--- src/rtl/seg_xlate_pkg.sv ---
package seg_xlate_pkg;

    typedef enum logic [1:0] {
        ACC_READ  = 2'b00,
        ACC_WRITE = 2'b01,
        ACC_EXEC  = 2'b10,
        ACC_SPARE = 2'b11
    } acc_kind_e;

    typedef struct packed {
        logic x;
        logic w;
        logic r;
    } perm_t;

    localparam perm_t PERM_ALL  = '{x: 1'b1, w: 1'b1, r: 1'b1};
    localparam perm_t PERM_NONE = '{x: 1'b0, w: 1'b0, r: 1'b0};

    typedef enum logic [1:0] {
        ST_IDLE  = 2'b00,
        ST_ISSUE = 2'b01,
        ST_WAIT  = 2'b10
    } fsm_e;

    function automatic logic is_exec(input logic [1:0] kind);
        return kind == ACC_EXEC;
    endfunction

endpackage

--- src/rtl/seg_base_sel.sv ---
module seg_base_sel #(
    parameter int SEG_BITS = 4,
    parameter int REG_W    = 32
) (
    input  logic [SEG_BITS-1:0] seg,
    input  logic [REG_W-1:0]    kbase_lo,
    input  logic [REG_W-1:0]    kbase_hi,
    output logic [SEG_BITS-1:0] base
);
    localparam int NUM_SEG = 2 ** SEG_BITS;
    localparam int PER_REG = REG_W / SEG_BITS;

    logic [SEG_BITS-1:0] nib [NUM_SEG];

    // Lower half of the segments comes from the low word, upper half from the high word.
    for (genvar g = 0; g < PER_REG; g++) begin : g_nib
        assign nib[g]           = kbase_lo[g*SEG_BITS +: SEG_BITS];
        assign nib[g + PER_REG] = kbase_hi[g*SEG_BITS +: SEG_BITS];
    end

    assign base = nib[seg];

endmodule

--- src/rtl/seg_route_decode.sv ---
module seg_route_decode
    import seg_xlate_pkg::*;
#(
    parameter int          SEG_BITS = 4,
    parameter int          CFG_W    = 32,
    parameter logic [31:0] EN_BITS  = 32'h0000_000C
) (
    input  logic [CFG_W-1:0]       glob_cfg,
    input  logic [2**SEG_BITS-1:0] seg_mask,
    input  logic [SEG_BITS-1:0]    seg,
    input  logic                   user,
    input  logic [1:0]             kind,
    output logic                   mmu_on,
    output logic                   seg_direct,
    output logic                   bypass,
    output logic                   use_insn
);
    localparam logic [CFG_W-1:0] EN_MASK = EN_BITS[CFG_W-1:0];

    always_comb begin
        mmu_on     = |(glob_cfg & EN_MASK);
        seg_direct = mmu_on && !user && seg_mask[seg];
        bypass     = !mmu_on || seg_direct;
        use_insn   = is_exec(kind);
    end

endmodule

--- src/rtl/seg_xlate_front.sv ---
module seg_xlate_front
    import seg_xlate_pkg::*;
#(
    parameter int VA_W     = 32,
    parameter int SEG_BITS = 4,
    parameter int CFG_W    = 32,
    parameter int KREG_W   = 32
) (
    input  logic                   clk,
    input  logic                   rst_n,
    input  logic                   req_valid,
    output logic                   req_ready,
    input  logic [VA_W-1:0]        req_vaddr,
    input  logic [1:0]             req_kind,
    input  logic                   req_user,
    input  logic [CFG_W-1:0]       glob_cfg,
    input  logic [2**SEG_BITS-1:0] seg_mask,
    input  logic [KREG_W-1:0]      kbase_lo,
    input  logic [KREG_W-1:0]      kbase_hi,
    output logic                   pg_req_valid,
    input  logic                   pg_req_ready,
    output logic [VA_W-1:0]        pg_req_vaddr,
    output logic [1:0]             pg_req_kind,
    output logic                   pg_req_user,
    output logic                   pg_req_insn,
    input  logic                   pg_resp_valid,
    input  logic [VA_W-1:0]        pg_resp_paddr,
    input  logic [2:0]             pg_resp_perm,
    input  logic                   pg_resp_miss,
    output logic                   out_valid,
    output logic [VA_W-1:0]        out_paddr,
    output logic [2:0]             out_perm,
    output logic                   out_miss,
    output logic                   out_insn
);
    localparam int OFF_W = VA_W - SEG_BITS;

    typedef struct packed {
        fsm_e            st;
        logic [VA_W-1:0] va;
        logic [1:0]      kind;
        logic            user;
        logic            insn;
        logic            o_vld;
        logic [VA_W-1:0] o_pa;
        perm_t           o_perm;
        logic            o_miss;
        logic            o_insn;
    } state_t;

    state_t s_d, s_q;

    logic [SEG_BITS-1:0] seg_w;
    logic [SEG_BITS-1:0] base_w;
    logic                mmu_on_w, seg_direct_w, bypass_w, use_insn_w;

    assign seg_w = req_vaddr[VA_W-1 -: SEG_BITS];

    seg_base_sel #(
        .SEG_BITS (SEG_BITS),
        .REG_W    (KREG_W)
    ) u_base (
        .seg      (seg_w),
        .kbase_lo (kbase_lo),
        .kbase_hi (kbase_hi),
        .base     (base_w)
    );

    seg_route_decode #(
        .SEG_BITS (SEG_BITS),
        .CFG_W    (CFG_W)
    ) u_route (
        .glob_cfg   (glob_cfg),
        .seg_mask   (seg_mask),
        .seg        (seg_w),
        .user       (req_user),
        .kind       (req_kind),
        .mmu_on     (mmu_on_w),
        .seg_direct (seg_direct_w),
        .bypass     (bypass_w),
        .use_insn   (use_insn_w)
    );

    always_comb begin
        s_d       = s_q;
        s_d.o_vld = 1'b0;
        unique case (s_q.st)
            ST_IDLE: begin
                if (req_valid) begin
                    if (bypass_w) begin
                        s_d.o_vld  = 1'b1;
                        s_d.o_pa   = seg_direct_w ? {base_w, req_vaddr[OFF_W-1:0]} : req_vaddr;
                        s_d.o_perm = PERM_ALL;
                        s_d.o_miss = 1'b0;
                        s_d.o_insn = use_insn_w;
                    end else begin
                        s_d.st   = ST_ISSUE;
                        s_d.va   = req_vaddr;
                        s_d.kind = req_kind;
                        s_d.user = req_user;
                        s_d.insn = use_insn_w;
                    end
                end
            end
            ST_ISSUE: begin
                if (pg_req_ready) begin
                    s_d.st = ST_WAIT;
                end
            end
            ST_WAIT: begin
                if (pg_resp_valid) begin
                    s_d.st     = ST_IDLE;
                    s_d.o_vld  = 1'b1;
                    s_d.o_pa   = pg_resp_paddr;
                    s_d.o_perm = perm_t'(pg_resp_perm);
                    s_d.o_miss = pg_resp_miss;
                    s_d.o_insn = s_q.insn;
                end
            end
            default: begin
                s_d.st = ST_IDLE;
            end
        endcase
    end

    always_ff @(posedge clk) begin
        if (!rst_n) begin
            s_q        <= '0;
            s_q.st     <= ST_IDLE;
            s_q.o_perm <= PERM_NONE;
        end else begin
            s_q <= s_d;
        end
    end

    assign req_ready    = (s_q.st == ST_IDLE);
    assign pg_req_valid = (s_q.st == ST_ISSUE);
    assign pg_req_vaddr = s_q.va;
    assign pg_req_kind  = s_q.kind;
    assign pg_req_user  = s_q.user;
    assign pg_req_insn  = s_q.insn;
    assign out_valid    = s_q.o_vld;
    assign out_paddr    = s_q.o_pa;
    assign out_perm     = s_q.o_perm;
    assign out_miss     = s_q.o_miss;
    assign out_insn     = s_q.o_insn;

endmodule

--- config.mk ---
export PLATFORM = sky130hd
export DESIGN_NAME = seg_xlate_front
export DESIGN_NICKNAME = d
export VERILOG_FILES = /design/src/rtl/seg_xlate_pkg.sv /design/src/rtl/seg_base_sel.sv /design/src/rtl/seg_route_decode.sv /design/src/rtl/seg_xlate_front.sv
export SDC_FILE = /design/constraint.sdc
export NUM_CORES = 1
export LEC_CHECK = 0
export BUFFER_PORTS_ARGS = -buffer_cell sky130_fd_sc_hd__buf_2
export CAP_MARGIN = 10
export CORE_MARGIN = 10
export CORE_UTILIZATION = 30
export DETAILED_ROUTE_END_ITERATION = 10
export GPL_ROUTABILITY_DRIVEN = 0
export PLACE_DENSITY = 0.64
export SKIP_LAST_GASP = 1
export SLEW_MARGIN = 20
export SYNTH_ARGS = -nofsm -noshare
export SYNTH_HDL_FRONTEND = slang
export SYNTH_HIERARCHICAL = 1
export SYNTH_SLANG_ARGS = --single-unit
--- constraint.sdc ---
create_clock -name clk -period 2.9 [get_ports clk]
set_clock_uncertainty 0.05 [all_clocks]
set_input_delay 0.58 -clock clk [delete_from_list [all_inputs] [get_ports clk]]
set_output_delay 0.58 -clock clk [all_outputs]
set_load 0.005 [all_outputs]
**After elaboration in Yosys (flattened, before gate mapping)**

Cells that the tools add are included.

- Register bits: 76
- Output and inout port bits: 76
- Input port bits: 188
- Logic and storage cells: 49

- Order comparisons: 2
- Multiplexer cells: 14
- Reduce and logical (&&, ||, !) cells: 11
- Equal/unequal tests: 8
- Bitwise operators: 2

Operators with widths:

| cell | count |
|---|---|
| 2-to-1 mux 38 bit | 3 |
| 2-to-1 mux 76 bit | 1 |
| case mux 38 bit (2 select lines) | 1 |
| 2-to-1 mux 32 bit | 1 |
| binary-select mux 4 bit (select 4 bit) | 1 |
| 2-to-1 mux 4 bit | 2 |
| AND reduction 4 bit | 2 |
| != test 2 bit (second input constant) | 3 |
| case mux 2 bit (3 select lines) | 1 |
| >= comparator 5 bit (second input constant) | 1 |
| less-than comparator 4 x 5 -> 1 bit (second input constant) | 1 |
| inverter 4 -> 5 bit | 1 |
| binary-select mux 1 bit (select 4 bit) | 1 |
| equality test 2 bit (second input constant) | 2 |
| 2-to-1 mux 2 bit | 2 |
| != test 2 x 1 -> 1 bit (second input constant) | 2 |
| AND reduction 3 bit | 1 |
| equality test 2 x 1 -> 1 bit (second input constant) | 1 |
| logical AND 1 bit | 2 |
| logical NOT 1 bit | 2 |
| logical NOT 2 bit | 1 |
| nonzero test 2 bit | 1 |
| OR reduction 2 bit | 1 |
| logical OR 1 bit | 1 |
| other kinds (2) | 2 |

**Logic depth before layout (Yosys ltp)**

- Depth after elaboration: 8
- Depth in mapped cells: 10
- Gate-level depth less buffers: 7

**Modules after synthesis**

Netlist, hierarchy kept.

Modules (own cells, without submodules):

| module | area an instance (µm²) | sequential area each (µm²) | cells an instance | instances |
|---|---|---|---|---|
| seg_xlate_front | 3,595.9 | 1,521.5 | 417 | 1 |
| seg_base_sel | 554.3 | 0.0 | 39 | 1 |
| seg_route_decode | 176.4 | 0.0 | 19 | 1 |

**Worst setup path after synthesis**

OpenSTA, ideal clock, no wires.

- Path type: input to register
- Start point: in req_vaddr[28]
- End point: reg s_q, in the netlist pg_req_kind[0]
- Library setup time: 0.132 ns
- Path buffers: 3
- Data required time: 2.718 ns
- Data arrival time: 2.531 ns
- Stages: 10
- Path slack: 0.186 ns
- Path through: buf_6 > mux4_2 > nand2b_1 > o311ai_1 > nand3_1 > or4b_1 > buf_2 > buf_2 > nand2_1 > a21oi_1

- Cells in the longest elaborated chain, start to end: 6

RTL lines:

| element | line | source |
|---|---|---|
| from (decl) | seg_xlate_front.sv:13 | `input logic [VA_W-1:0] req_vaddr,` |
| binary-select mux 1 bit (select 4 bit) | seg_route_decode.sv:22 | `seg_direct = mmu_on && !user && seg_mask[seg];` |
| 2-to-1 mux 1 bit (implied by the code) | seg_route_decode.sv:22 |  |
| logical AND 1 bit | seg_route_decode.sv:22 |  |
| logical OR 1 bit | seg_route_decode.sv:23 | `bypass = !mmu_on \|\| seg_direct;` |
| named net bypass_w | seg_xlate_front.sv:55 | `logic mmu_on_w, seg_direct_w, bypass_w, use_insn_w;` |
| inverter 1 bit (no source line) | -- |  |
| AND reduction 3 bit (no source line) | -- |  |
| to (decl) | seg_xlate_front.sv:51 | `state_t s_d, s_q;` |

The timed path passes the listed nets, and every way through them passes these cells. The select of a mux whose other input is x is not followed.
A chain may end at the register's enable or synchronous reset.

**Worst setup path after layout**

Same ends and word-level chain as after synthesis.

==> metrics.md <==
| Metric | Value |
|---|---|
| Critical Path Source Type | input pin |
| CP top delay family | simple AND/OR/NAND/NOR gates |
| Sequential area share after synthesis | 35.2% |
| Vias in the first global route | 4279 |
| Post-synth design cell area | 4330 µm² |
| Cell area after layout | 5480 µm² |
| Clock Path Buffers | 2 |
| Pwr Density | 526 nW/µm² |
| Cell variety after synth | 35 |
| Crit share post-route | 89.4% |
| Iter 0 DRT Violations | 157 |
| P_int | 2.14 mW |
| Status | finished, final reports clean |
| Worst-Margin Slew | 880 ps |
| WP data required | 3050 ps |
| Crit Path Class | in2reg |
| Max Cap Viol | 0 |
| Seq pwr share | 39.9% |
| Post-CTS Setup Repair Bufs | 0 |
| Post-synthesis average cell area | 9.11 µm² |
| DRT Wirelength | 14700 µm |
| Gr usage total | 14.4% |
| Nets | 823 |
| Root Buffer | clkbuf_16 |
| Clk_lat worst skew | 330 ps |
| # setup viols final | 0 |
| Clock share of power | 40.7% |
| Hold_ws | 399 ps |
| Rows | 43 |
| Critical-path maximum fanout | 11 |
| Final setup TNS | 0 ps |
| Max-slew violations | 0 |
| Hold_buf cts | 0 |
| Mean routed wirelength per cell | 17.9 µm |
| Net Sw Frac | 25.7% |
| DR top layer | met4 |
| Global-route wire length before repair | 22600 µm |
| Vias per cell | 4.85 |
| Fill cell count | 1457 |
| Placement Cell Area | 5170 µm² |
| Via count | 3980 |
| Synthesis-stage register bit count | 76 |
| Combinational share of power | 19.4% |
| Clock Sinks | 76 |
| # DRC | 0 |
| Synth top area share | 35.2% |
| Die Width | 140 µm |
| Achievable Freq | 0.386 GHz |
| Routed length on met3 | 1740 µm |
| Post-route ant nets | 0 |
| Share of cells above drive strength 1 | 46.8% |
| Initial antenna violation count | 1 |
| Area growth, synth to finish | 26.7% |
| Gate Count Post-Synth | 475 |
| RSZ-0062 raised after global routing | false |
| Hpwl dp | 11800 µm |
| Final hold vios | 0 |
| Peak supply drop | 0.275 mV |
| Starting Density | 30.9% |
| Die Span Y | 140 µm |
| Floorplan Core Area | 14000 µm² |
| Grt ovf | 0 |
| Worst-path clk slew | 60 ps |
| Top cells by area, synth | dfxtp_1, buf_4, mux4_1 |
| Met1 wire length | 5610 µm |
| CTS tree | done |
| Yosys top cell by area | dfxtp_1 |
| Max stage delay cell, worst path | or4b_2 |
| Relative slew slack | 41.0% |
| Min cycle time layout | 2590 ps |
| Crit-path cells | buf_2 > mux4_2 > nand2b_1 > o311ai_1 > nand3_1 > or4b_2 > buf_4 > nand2_1 > a21oi_1 |
| Resize count post-CTS | 0 |
| Pre-Repair DR Iteration Count | 5 |
| Die ar. | 19600 µm² |
| Commonest non-fill, non-tap cell in the layout | buf_2 |
| Most frequent cells in the layout | buf_2, nand2_1, dfxtp_1 |
| Crit. End Element | flip-flop |
| Hold Crit Class | reg2reg |
| CTS H-tree lvls | 3 |
| CP Buf/Inv Count | 2 |
| PortBufs | 233 |
| NetSw | 740 µW |
| Total length of routed met2 wires | 7110 µm |
| # IOs | 264 |
| Total Power | 2.88 mW |
| Crit path largest cell delay | 680 ps |
| Largest net degree at the start of global routing | 38 |
| CP Data Arrival Time | 2740 ps |
| Total of warnings raised by yosys | 6 |
| Syn nets | 663 |
| Leak | 2.48 nW |
| Total CTS buffers | 9 |
per-stage QoR:
step           std cells  setup slack (ps)  util [%]
2_1_floorplan        475               186         -
3_3_place_gp         804             -26.1      37.0
3_5_place_dp         804             -51.6      37.0
4_1_cts              819               317      39.2
5_1_grt              819               179      39.2
6_report             820               308      39.2
per-layer routing:
metal  global-route usage [%]  vias to the layer above
met1                     14.6                     1793
met5                        0                        -
met2                     24.9                      214
met3                     7.57                       19
met4                     4.35                        0
li1                         -                     1954
synth_stat cells:
master / number
buf_6: 6
nor2_1: 3
a22oi_1: 37
nor2b_1: 5
a31oi_1: 3
and3b_1: 1
buf_12: 1
clkinv_1: 1
mux2_2: 5
mux4_2: 4
or4b_1: 1
and2b_1: 1
a21boi_0: 8
a21boi_1: 1
mux4_1: 14
nand3_1: 43
o22ai_1: 1
o31ai_1: 1
buf_4: 73
mux2i_1: 3
nand2_1: 85
buf_2: 15
o311ai_1: 1
nand4bb_1: 1
nor4b_4: 1
a211oi_1: 2
a21oi_1: 51
nand2b_1: 3
dfxtp_1: 76
a21boi_2: 14
clkbuf_1: 10
or2_2: 1
and4bb_2: 1
nand3b_2: 1
o211ai_1: 1
flip-flops by register name (all words and copies together), names as in the netlist:
signal	cells
out_perm	3
pg_req_insn	1
pg_req_vaddr	32
s_q	2
out_miss	1
pg_req_kind	2
out_insn	1
pg_req_user	1
out_paddr	32
out_valid	1
power by group through the flow:
| stage | logic (mW) | registers [mW] | clock network (mW) |
|---|---|---|---|
| after floorplan | 0.379 | 1.16 | 0 |
| after global placement | 0.567 | 1.17 | 0 |
| after detailed placement | 0.570 | 1.17 | 0 |
| after CTS | 0.571 | 1.15 | 1.22 |
| after global routing | 0.620 | 1.16 | 1.27 |
| final | 0.559 | 1.15 | 1.17 |
layout make-up:
class / count / area, µm² / area share (%)
inverter: 1 / 3.75 / 0.0685
sequential: 76 / 1520 / 27.8
tap: 180 / 225 / 4.11
antenna: 1 / 2.50 / 0.0457
clock inverter: 5 / 77.6 / 1.42
clock buffer: 10 / 229 / 4.18
multi-input combinational: 293 / 2060 / 37.6
timing repair buffer: 254 / 1360 / 24.8
kinds of logic (layout without fill, tap and decap cells):
kind of cell    Yosys count  after routing  synth area share, %
other cells               0              1                    0
compound gates          120            120                 19.0
simple gates            147            147                 15.9
mux                      26             26                 12.6
buf+inv                 106            270                 17.4
flops                    76             76                 35.2
worst register-to-register path, cell delays in order (launching register included):
cell      delay, ps
dfxtp_1         560
nand3b_2        720
nand3_1         330
a21oi_1         100
path summary, 6_finish.rpt:
path | from | endpoint | slack (ps) | depth (start not counted)
hold / removal | pg_req_vaddr[28]$_SDFFE_PN0P_ | pg_req_vaddr[28]$_SDFFE_PN0P_ | 400 | 2
hold reg to reg | pg_req_vaddr[28]$_SDFFE_PN0P_ | pg_req_vaddr[28]$_SDFFE_PN0P_ | 400 | 2
setup / recovery | req_vaddr[28] | pg_req_kind[0]$_SDFFE_PN0P_ | 310 | 9
setup reg to reg | s_q[75]$_SDFFE_PN0P_ | out_paddr[29]$_SDFFE_PN0P_ | 1010 | 3
Note: power is estimated with default switching activity, not from simulation.
